<file path="config.mk">
export PLATFORM = sky130hd
export DESIGN_NAME = victim_evict_engine
export DESIGN_NICKNAME = d
export VERILOG_FILES = /design/src/rtl/vee_pkg.sv /design/src/rtl/vee_ctrl.sv /design/src/rtl/vee_buffer.sv /design/src/rtl/vee_probe_resp.sv /design/src/rtl/victim_evict_engine.sv
export SDC_FILE = /design/constraint.sdc
export NUM_CORES = 1
export LEC_CHECK = 0
export BUFFER_PORTS_ARGS = -buffer_cell sky130_fd_sc_hd__buf_2
export CAP_MARGIN = 0
export CORE_MARGIN = 2
export CORE_UTILIZATION = 32
export CTS_BUF_LIST = sky130_fd_sc_hd__clkbuf_4
export DETAILED_ROUTE_END_ITERATION = 8
export SETUP_SLACK_MARGIN = 0.3
export SLEW_MARGIN = 25
export SYNTH_ARGS = -nofsm -noshare
export SYNTH_HDL_FRONTEND = slang
export SYNTH_HIERARCHICAL = 1
export SYNTH_SLANG_ARGS = --single-unit
</file>
<file path="constraint.sdc">
create_clock -name clk -period 2.6 [get_ports clk]
set_clock_uncertainty 0.2 [all_clocks]
set_input_delay 0.39 -clock clk [delete_from_list [all_inputs] [get_ports clk]]
set_output_delay 0.39 -clock clk [all_outputs]
set_load 0.005 [all_outputs]
</file>
<file path="src/rtl/vee_pkg.sv">
package vee_pkg;

    typedef enum logic [2:0] {
        LS_I = 3'd0,
        LS_S = 3'd1,
        LS_E = 3'd2,
        LS_O = 3'd3,
        LS_M = 3'd4
    } line_st_e;

    typedef enum logic [1:0] {
        PK_INV      = 2'd0,
        PK_INV_DATA = 2'd1,
        PK_SHARE    = 2'd2,
        PK_RSVD     = 2'd3
    } probe_kind_e;

    typedef enum logic [1:0] {
        PR_INV_NODATA = 2'd0,
        PR_MISS       = 2'd1,
        PR_DATA       = 2'd2
    } probe_rsp_e;

    typedef enum logic [2:0] {
        ES_IDLE,
        ES_DIRTY_WAIT,
        ES_CLEAN_WAIT,
        ES_CANCEL,
        ES_DROP,
        ES_DROP_INV
    } eng_st_e;

    typedef struct packed {
        probe_rsp_e kind;
        logic       to_cancel;
    } probe_dec_t;

    function automatic logic line_is_valid(logic [2:0] s);
        return (s == LS_S) || (s == LS_E) || (s == LS_O) || (s == LS_M);
    endfunction

    function automatic logic line_is_dirty(logic [2:0] s);
        return (s == LS_O) || (s == LS_M);
    endfunction

    function automatic probe_dec_t probe_decide(eng_st_e s, logic [1:0] k);
        probe_dec_t d;
        d.kind      = PR_MISS;
        d.to_cancel = 1'b0;
        if (s == ES_DIRTY_WAIT || s == ES_CLEAN_WAIT) begin
            if (k == PK_INV) begin
                d.kind      = PR_INV_NODATA;
                d.to_cancel = 1'b1;
            end else if (k == PK_INV_DATA) begin
                d.kind      = (s == ES_DIRTY_WAIT) ? PR_DATA : PR_INV_NODATA;
                d.to_cancel = 1'b1;
            end else if (k == PK_SHARE) begin
                d.kind = PR_DATA;
            end
        end else if (s == ES_CANCEL) begin
            if (k == PK_INV || k == PK_INV_DATA) begin
                d.kind = PR_INV_NODATA;
            end
        end
        return d;
    endfunction

endpackage

</file>
<file path="src/rtl/vee_ctrl.sv">
module vee_ctrl
    import vee_pkg::*;
(
    input  logic       clk,
    input  logic       rst,
    input  logic       evict_valid,
    input  logic [2:0] evict_state,
    input  logic       wb_ack,
    input  logic       prb_valid,
    input  logic [1:0] prb_kind,
    input  logic       vic_valid,
    input  logic       vdat_valid,
    output eng_st_e    st,
    output logic       evict_ready,
    output logic       line_inv,
    output logic       vic_ready,
    output logic       take_vic,
    output logic       drop_to_wait,
    output logic       prb_fire,
    output probe_dec_t prb_dec,
    output logic       dir_req_valid,
    output logic       dir_req_dirty,
    output logic       vic_ack,
    output logic       unblock_nv
);

    eng_st_e st_nx;
    logic    prb_ev;
    logic    dat_ev;

    // Event priority within a cycle: acknowledge, probe, victim data, victim.
    always_comb begin
        evict_ready  = (st == ES_IDLE);
        line_inv     = evict_valid && evict_ready && line_is_valid(evict_state);
        prb_ev       = prb_valid && !wb_ack;
        dat_ev       = vdat_valid && !wb_ack && !prb_valid;
        vic_ready    = (st == ES_DIRTY_WAIT) && !wb_ack && !prb_valid && !vdat_valid;
        take_vic     = vic_valid && vic_ready;
        prb_fire     = prb_ev;
        prb_dec      = probe_decide(st, prb_kind);
        drop_to_wait = dat_ev && (st == ES_DROP);
    end

    always_comb begin
        st_nx = st;
        unique case (st)
            ES_IDLE: begin
                if (line_inv) begin
                    st_nx = line_is_dirty(evict_state) ? ES_DIRTY_WAIT : ES_CLEAN_WAIT;
                end
            end
            ES_DIRTY_WAIT: begin
                if (wb_ack)                          st_nx = ES_IDLE;
                else if (prb_ev && prb_dec.to_cancel) st_nx = ES_CANCEL;
                else if (take_vic)                   st_nx = ES_DROP;
            end
            ES_CLEAN_WAIT: begin
                if (wb_ack)                          st_nx = ES_IDLE;
                else if (prb_ev && prb_dec.to_cancel) st_nx = ES_CANCEL;
            end
            ES_CANCEL: begin
                if (wb_ack) st_nx = ES_IDLE;
            end
            ES_DROP: begin
                if (wb_ack)      st_nx = ES_DROP_INV;
                else if (dat_ev) st_nx = ES_DIRTY_WAIT;
            end
            ES_DROP_INV: begin
                if (dat_ev) st_nx = ES_IDLE;
            end
            default: st_nx = ES_IDLE;
        endcase
    end

    always_ff @(posedge clk) begin
        if (rst) begin
            st            <= ES_IDLE;
            dir_req_valid <= 1'b0;
            dir_req_dirty <= 1'b0;
            vic_ack       <= 1'b0;
            unblock_nv    <= 1'b0;
        end else begin
            st            <= st_nx;
            dir_req_valid <= line_inv;
            dir_req_dirty <= line_inv && line_is_dirty(evict_state);
            vic_ack       <= take_vic;
            unblock_nv    <= dat_ev && (st == ES_DROP_INV);
        end
    end

endmodule

</file>
<file path="src/rtl/vee_buffer.sv">
module vee_buffer #(
    parameter int unsigned DATA_W  = 32,
    parameter int unsigned ID_W    = 4,
    parameter int unsigned SELF_ID = 10
) (
    input  logic              clk,
    input  logic              rst,
    input  logic              load,
    input  logic [DATA_W-1:0] load_data,
    input  logic              load_dirty,
    input  logic              take_vic,
    input  logic [ID_W-1:0]   vic_src,
    input  logic              reset_src,
    output logic [DATA_W-1:0] buf_data,
    output logic              buf_dirty,
    output logic [ID_W-1:0]   buf_src
);

    localparam logic [ID_W-1:0] SELF = ID_W'(SELF_ID);

    always_ff @(posedge clk) begin
        if (rst) begin
            buf_data  <= '0;
            buf_dirty <= 1'b0;
            buf_src   <= SELF;
        end else begin
            if (load) begin
                buf_data  <= load_data;
                buf_dirty <= load_dirty;
            end
            if (load || reset_src) begin
                buf_src <= SELF;
            end else if (take_vic) begin
                buf_src <= vic_src;
            end
        end
    end

endmodule

</file>
<file path="src/rtl/vee_probe_resp.sv">
module vee_probe_resp
    import vee_pkg::*;
#(
    parameter int unsigned DATA_W = 32
) (
    input  logic              clk,
    input  logic              rst,
    input  logic              fire,
    input  probe_dec_t        dec,
    input  logic [DATA_W-1:0] buf_data,
    input  logic              buf_dirty,
    output logic              rsp_valid,
    output logic [1:0]        rsp_kind,
    output logic [DATA_W-1:0] rsp_data,
    output logic              rsp_dirty
);

    always_ff @(posedge clk) begin
        if (rst) begin
            rsp_valid <= 1'b0;
            rsp_kind  <= 2'd0;
            rsp_data  <= '0;
            rsp_dirty <= 1'b0;
        end else begin
            rsp_valid <= fire;
            if (fire) begin
                rsp_kind  <= dec.kind;
                rsp_data  <= (dec.kind == PR_DATA) ? buf_data : '0;
                rsp_dirty <= (dec.kind == PR_DATA) && buf_dirty;
            end
        end
    end

endmodule

</file>
<file path="src/rtl/victim_evict_engine.sv">
module victim_evict_engine
    import vee_pkg::*;
#(
    parameter int unsigned DATA_W  = 32,
    parameter int unsigned ID_W    = 4,
    parameter int unsigned SELF_ID = 10
) (
    input  logic              clk,
    input  logic              rst,
    input  logic              evict_valid,
    output logic              evict_ready,
    input  logic [2:0]        evict_state,
    input  logic              evict_dirty,
    input  logic [DATA_W-1:0] evict_data,
    output logic              line_inv,
    output logic              dir_req_valid,
    output logic              dir_req_dirty,
    output logic [DATA_W-1:0] dir_req_data,
    input  logic              wb_ack,
    input  logic              prb_valid,
    input  logic [1:0]        prb_kind,
    output logic              prb_rsp_valid,
    output logic [1:0]        prb_rsp_kind,
    output logic [DATA_W-1:0] prb_rsp_data,
    output logic              prb_rsp_dirty,
    input  logic              vic_valid,
    input  logic [ID_W-1:0]   vic_src,
    output logic              vic_ready,
    output logic              vic_ack,
    input  logic              vdat_valid,
    output logic              unblock_nv,
    output logic              busy,
    output logic [ID_W-1:0]   wait_src
);

    eng_st_e           st;
    logic              take_vic;
    logic              drop_to_wait;
    logic              prb_fire;
    probe_dec_t        prb_dec;
    logic [DATA_W-1:0] buf_data;
    logic              buf_dirty;

    vee_ctrl u_ctrl (
        .clk           (clk),
        .rst           (rst),
        .evict_valid   (evict_valid),
        .evict_state   (evict_state),
        .wb_ack        (wb_ack),
        .prb_valid     (prb_valid),
        .prb_kind      (prb_kind),
        .vic_valid     (vic_valid),
        .vdat_valid    (vdat_valid),
        .st            (st),
        .evict_ready   (evict_ready),
        .line_inv      (line_inv),
        .vic_ready     (vic_ready),
        .take_vic      (take_vic),
        .drop_to_wait  (drop_to_wait),
        .prb_fire      (prb_fire),
        .prb_dec       (prb_dec),
        .dir_req_valid (dir_req_valid),
        .dir_req_dirty (dir_req_dirty),
        .vic_ack       (vic_ack),
        .unblock_nv    (unblock_nv)
    );

    vee_buffer #(
        .DATA_W  (DATA_W),
        .ID_W    (ID_W),
        .SELF_ID (SELF_ID)
    ) u_buf (
        .clk        (clk),
        .rst        (rst),
        .load       (line_inv),
        .load_data  (evict_data),
        .load_dirty (evict_dirty),
        .take_vic   (take_vic),
        .vic_src    (vic_src),
        .reset_src  (drop_to_wait),
        .buf_data   (buf_data),
        .buf_dirty  (buf_dirty),
        .buf_src    (wait_src)
    );

    vee_probe_resp #(
        .DATA_W (DATA_W)
    ) u_prsp (
        .clk       (clk),
        .rst       (rst),
        .fire      (prb_fire),
        .dec       (prb_dec),
        .buf_data  (buf_data),
        .buf_dirty (buf_dirty),
        .rsp_valid (prb_rsp_valid),
        .rsp_kind  (prb_rsp_kind),
        .rsp_data  (prb_rsp_data),
        .rsp_dirty (prb_rsp_dirty)
    );

    assign dir_req_data = buf_data;
    assign busy         = (st != ES_IDLE);

endmodule

</file>
==> results of run 1 <==
[worst max-delay path by stage]
stage                         startpoint                 to  slack, ns  cells after the start
after global routing        u_ctrl/st[0]           line_inv       0.27                      6
after detailed placement    u_ctrl/st[2]           line_inv       0.53                      6
final                       u_ctrl/st[1]           line_inv       0.39                      6
after CTS                   u_ctrl/st[2]           line_inv       0.30                      6
after floorplan             u_ctrl/st[2]  u_buf/buf_data[0]       0.62                      9
after global placement    evict_state[2]           line_inv       0.54                      6
[repair_timing]
item,CTS,global route
cloned,1,0
setup endpoints to repair,1,2
setup buffers,2,1
pin swaps,1,1
hold buffers,25,0
endpoints found under the hold margin,25,0
gates resized for setup,0,6
[worst min-delay path: stages]
cell and delay (ns):
buf_2 0.08, mux2i_1 0.06, nor2_1 0.07
[sequential cells by signal, indices dropped and copies added, names as in the netlist, 2 cells and up]
register         flops
u_buf/buf_data      32
u_prsp/rsp_kind      2
u_buf/buf_src        4
u_prsp/rsp_data     32
u_ctrl/st            3
[power groups by stage]
stage / clock [W] / sequential (W) / combinational (W)
after floorplan: 0 / 0.00136 / 0.000443
after global placement: 0 / 0.00136 / 0.000620
after detailed placement: 0 / 0.00136 / 0.000626
after CTS: 0.000940 / 0.00133 / 0.000693
after global routing: 0.000992 / 0.00134 / 0.000773
final: 0.000902 / 0.00133 / 0.000712
[per-stage QoR]
stage               hold slack [ns]  setup WS [ns]  cells  power (W)  utilization (%)
floorplan                     0.260          0.625    347    0.00180                -
global placement              0.249          0.544    590    0.00198             39.8
detailed placement            0.255          0.530    590    0.00199             39.8
CTS                        0.000677          0.305    633    0.00297             44.4
global route                0.00832          0.267    635    0.00311             44.7
finish                       0.0330          0.388    635    0.00295             44.7
[routing by layer]
layer  track usage, %  routed length [um]
met1             20.3                4110
met2             26.3                4430
met3             4.48                 492
met4             4.95                  71
met5                0                   0
[area by class of cell]
class                           instances  area [um2]  share of cell area (%)
Antenna cell                            1        2.50                  0.0540
Clock buffer                            9        67.6                    1.46
Clock inverter                          6         109                    2.35
Inverter                                5        21.3                   0.459
Multi-Input combinational cell        230        1610                    34.7
Sequential cell                        80        1610                    34.7
Tap cell                              136         170                    3.67
Timing Repair Buffer                  168        1050                    22.6
==> qor.csv, run 1 <==
stage;metric;value;unit
run_status;status;finished, final reports clean;
final_layout;nets;543;
synthesis;Syn Inst Count;347;
route;routed wire length;9110;um
die;die area;0.0116;mm2
place;PortBufs;128;
hold_path;WHS Path Cells;3;
final_layout;commonest non-fill, non-tap cell in the layout;buf_2;
setup_path;worst reg2reg path startpoint;u_ctrl/st[1];
route;Final ANT Viol Nets;0;
hold_path;hold crit path type;primary input to register;
power;clock power share;30.6;%
power;Pwr Density;637;mW/mm2
setup_path;WP data required;2.01;ns
die;Die Ht;108;um
die;Cell Rows;37;
global_route;first-pass GRT wire length;14500;um
power;Switching Share;27.8;%
power;VDD IR max;0.000282;V
clock_network;clock-pin transition on the worst setup and hold timing paths;0.11;ns
global_route;gr ovfl total;0;
die;I/O Pins;129;
clock_network;worst-skew pair later-pin latency;0.42;ns
route;drt wl/cell;14.3;um
hold_path;Hold Crit Endpoint;u_buf/buf_data[18];
sta;Tmin final;2.21;ns
final_layout;Final Instance Area;0.00463;mm2
clock_network;CTS Buf Count;9;
final_layout;P&R area growth vs syn;34.7;%
sta;fin crit share;85.1;%
die;initial core utilization;33.1;%
sta;Max Transition Viols Final;0;
route;Vias/cell;4.83;
setup_path;Max FO, Critical Path;3;
global_route;vias in the first global route;2898;
setup_path;r2r setup slk;0.47;ns
job;max cap viols;0;
synthesis;synth warn;6;
setup_path;CP endpoint kind;output pin;
clock_network;H-tree levels;3;
route;First-pass DRT Iterations;4;
synthesis;post-synthesis cell area;0.00344;mm2
synthesis;Syn Area/Cell;9.91;um2
route;Iter 0 DRT Violations;164;
hold_path;hold wc startpoint;evict_data[18];
final_layout;# fillers;1063;
power;share of power burned in registers;45.3;%
setup_path;worst path arrival time;1.62;ns
die;core area;0.0104;mm2
setup_path;Buf/Inv on CP;4;
power;net switching power;0.000819;W
setup_path;capturing point of the worst reg2reg path;u_buf/buf_data[17];
setup_path;worst r2r path cells;8;
setup_path;Largest stage delay, worst path;0.40;ns
route;Residual DRC;0;
place;DP HPWL;5830;um
setup_path;largest delay contributor family on the critical path;simple AND/OR/NAND/NOR gates;
clock_network;CTS tree;yes;
synthesis;syn_nets;396;
clock_network;largest buffer count on any clock path;2;
setup_path;crit start category;register;
sta;final setup vio count;0;
clock_network;buffer type at the clock tree root;clkbuf_4;
sta;Worst-Margin Slew;0.527;ns
setup_path;Setup CP Type;register to output pin;
power;cell-internal power;0.00213;W
sta;Slew Limit Headroom;64.8;%
setup_path;Slowest-stage cell, CP;or3_4;
sta;Sum Neg Setup Slack;0;ns
power;Leak;1.96;nW
final_layout;most frequent cells in the layout;buf_2, dfxtp_1, mux2i_1, nor2_1, nand2b_1;
power;Comb power frac;24.1;%
sta;RSZ-0062 raised after global routing;yes;
setup_path;CP Cell Sequence;or3_4 > inv_4 > nand4_1 > inv_2 > buf_12 > buf_6;
route;vias;3068;
global_route;gr usage total;16.0;%
global_route;initial antenna violation count;1;
place;GP Congestion;0.824;
final_layout;layout cell share with drive strength beyond 1;34.1;%
global_route;pin count of the biggest net entering global routing;35;
die;chip width;108;um
sta;Final Hold Vio Count;0;
place;Post-DP Area;0.00413;mm2
clock_network;clock sinks;80;
sta;fmax;452;MHz
Note: power is estimated with default switching activity, not from simulation.
==> run 2, diff against run 1 <==
- clock period: 2.6 -> 2.75 ns (I/O delays scaled with it)
==> run 2 against run 1 <==
Effect of this change:
- count of clock-buffer cells in the layout stayed put
- via count is 0.78% lower
- register-to-register slack better by 0.12 ns
- combinational power is 12% lower
- critical path depth stayed put
- critical path type unchanged
==> qor.csv, run 2 (same netlist as run 1, synthesis figures left out) <==
stage;metric;value;unit;change
run_status;status;finished, final reports clean;;unchanged
global_route;pin count of the biggest net entering global routing;70;;was 35
final_layout;biggest regs;u_buf/buf_data: 32 flops, u_prsp/rsp_data: 32 flops, u_buf/buf_src: 4 flops;;unchanged
sta;RSZ-0062 raised after global routing;no;;was yes
die;Die Ht;108;um;unchanged
setup_path;worst path arrival time;1.73;ns;was 1.62 ns
die;I/O Pins;129;;unchanged
die;die area;0.0116;mm2;unchanged
global_route;initial antenna violation count;1;;unchanged
power;VDD IR max;0.000240;V;was 0.000282 V
die;initial core utilization;33.1;%;unchanged
power;Leak;1.93;nW;was 1.96 nW
clock_network;CTS Buf Count;9;;unchanged
final_layout;most frequent cells in the layout;buf_2, dfxtp_1, mux2i_1, nor2_1, nand2b_1;;unchanged
setup_path;Critical Path Most Common Cell;inv_2;;
sta;worst hold margin;0.0295;ns;was 0.0330 ns
power;Pwr Density;573;mW/mm2;was 637 mW/mm2
route;drt wl/cell;13.9;um;was 14.3 um
die;Cell Rows;37;;unchanged
sta;fin crit share;85.0;%;
sta;fmax;428;MHz;
die;chip width;108;um;unchanged
global_route;vias in the first global route;2839;;was 2,898
setup_path;Slowest-stage cell, CP;or3_1;;was or3_4
global_route;gr ovfl total;0;;unchanged
sta;Tmin final;2.34;ns;
route;routed wire length;8780;um;was 9110 um
global_route;gr usage total;15.6;%;was 16.0%
setup_path;crit start category;register;;unchanged
final_layout;# fillers;1066;;was 1,063
sta;Slew Limit Headroom;57.7;%;was 64.8%
final_layout;commonest non-fill, non-tap cell in the layout;buf_2;;unchanged
setup_path;CP endpoint kind;output pin;;unchanged
route;First-pass DRT Iterations;5;;was 4
clock_network;H-tree levels;3;;unchanged
die;core area;0.0104;mm2;unchanged
final_layout;layout cell share with drive strength beyond 1;33.8;%;was 34.1%
clock_network;largest buffer count on any clock path;2;;unchanged
sta;Max Transition Viols Final;0;;unchanged
final_layout;nets;538;;was 543
clock_network;CTS tree;yes;;unchanged
sta;Worst-Margin Slew;0.634;ns;was 0.527 ns
clock_network;buffer type at the clock tree root;clkbuf_4;;unchanged
sta;Final Hold Vio Count;0;;unchanged
place;DP HPWL;5610;um;was 5830 um
power;Pwr Total;0.00260;W;was 0.00295 W
setup_path;Setup CP Type;register to output pin;;unchanged
clock_network;clock-pin transition on the worst setup and hold timing paths;0.14;ns;was 0.11 ns
hold_path;hold crit path type;primary input to register;;unchanged
route;Vias/cell;4.82;;was 4.83
sta;fin worst setup slack;0.411;ns;was 0.388 ns
route;Residual DRC;0;;unchanged
clock_network;worst-skew pair later-pin latency;0.42;ns;about the same
global_route;first-pass GRT wire length;14300;um;was 14,500 um
place;GP Congestion;0.828;;was 0.824
setup_path;WP data required;2.14;ns;was 2.01 ns
job;max cap viols;0;;unchanged
route;vias;3044;;was 3,068
setup_path;CP Cell Sequence;or3_1 > inv_2 > nand4_1 > inv_2 > buf_12 > buf_2;;was or3_4 > inv_4 > nand4_1 > inv_2 > buf_12 > buf_6
clock_network;clock sinks;80;;unchanged
final_layout;P&R area growth vs syn;32.0;%;was 34.7%
setup_path;Max FO, Critical Path;8;;was 3
route;Final ANT Viol Nets;0;;unchanged
setup_path;Largest stage delay, worst path;0.42;ns;was 0.40 ns
sta;Sum Neg Setup Slack;0;ns;unchanged
place;Setup WS pre-CTS;0.503;ns;was 0.530 ns
route;Iter 0 DRT Violations;139;;was 164
sta;final setup vio count;0;;unchanged
place;PortBufs;128;;unchanged
[run 2: changes by cell type in the layout (fill, tap and decap cells not counted), moves of 2 or more]
cell and change:
clkinv_4 +3, dlygate4sd3_1 -3, buf_4 -2, bufinv_16 -2, dfxtp_2 -2
[run 2: through the flow]
step | cell area [um2] | util, % | cells
after detailed placement | 4100 | 39.5 | 586
after global placement | 4100 | 39.5 | 586
after global routing | 4540 | 43.8 | 631
after floorplan | 3440 | - | 347
after CTS | 4510 | 43.5 | 627
final | 4540 | 43.8 | 631
[run 2: worst max-delay path: cells and delay by family (launching register included)]
| kind | cells | cell delay, ns |
|---|---|---|
| buffers and inverters | 4 | 0.39 |
| and+or+nand+nor | 2 | 0.53 |
| DFF | 1 | 0.39 |
[run 2: final cells by class]
cell class | instances | area [um2] | share of cell area [%]
flip-flops and latches | 80 | 1610 | 35.4
multi-input cells | 230 | 1600 | 35.3
repair buffers | 163 | 996 | 22.0
inverters | 5 | 18.8 | 0.414
diodes | 1 | 2.50 | 0.0552
clock inverters | 7 | 72.6 | 1.60
well taps | 136 | 170 | 3.75
clock buffers | 9 | 67.6 | 1.49
[run 2: power breakdown]
part | internal (W) | switching, W | total, W
Combinational | 0.000315 | 0.000310 | 0.000625
Sequential | 0.00122 | 0.0000560 | 0.00128
Clock | 0.000277 | 0.000420 | 0.000697
Total | 0.00181 | 0.000786 | 0.00260
[run 2: worst paths after layout]
kind | startpoint | endpoint | slack, ns | cells after the start
worst max-delay path | u_ctrl/st[2] | line_inv | 0.41 | 6
worst min-delay path | evict_data[30] | u_buf/buf_data[30] | 0.03 | 3
worst max register to register | u_ctrl/st[2] | u_buf/buf_data[14] | 0.59 | 8
worst min register to register | u_prsp/rsp_data[31] | u_prsp/rsp_data[31] | 0.28 | 2
[run 2: repair_timing]
| item | in CTS | in global routing |
|---|---|---|
| resized for setup | 3 | 0 |
| hold endpoints to repair | 22 | 0 |
| setup endpoints to repair | 1 | 1 |
| hold buffers | 22 | 0 |
| pin swaps | 0 | 1 |
| buffers inserted | 2 | 3 |
| gates cloned | 1 | 0 |
[run 2: metal layers]
layer / track usage (%) / part of all wire [%] / up-vias
li1: - / - / 1499
met1: 20.5 / 45 / 1441
met2: 24.5 / 47 / 93
met3: 3.75 / 6.3 / 11
met4: 6.14 / 1.6 / 0
met5: 0 / 0 / -
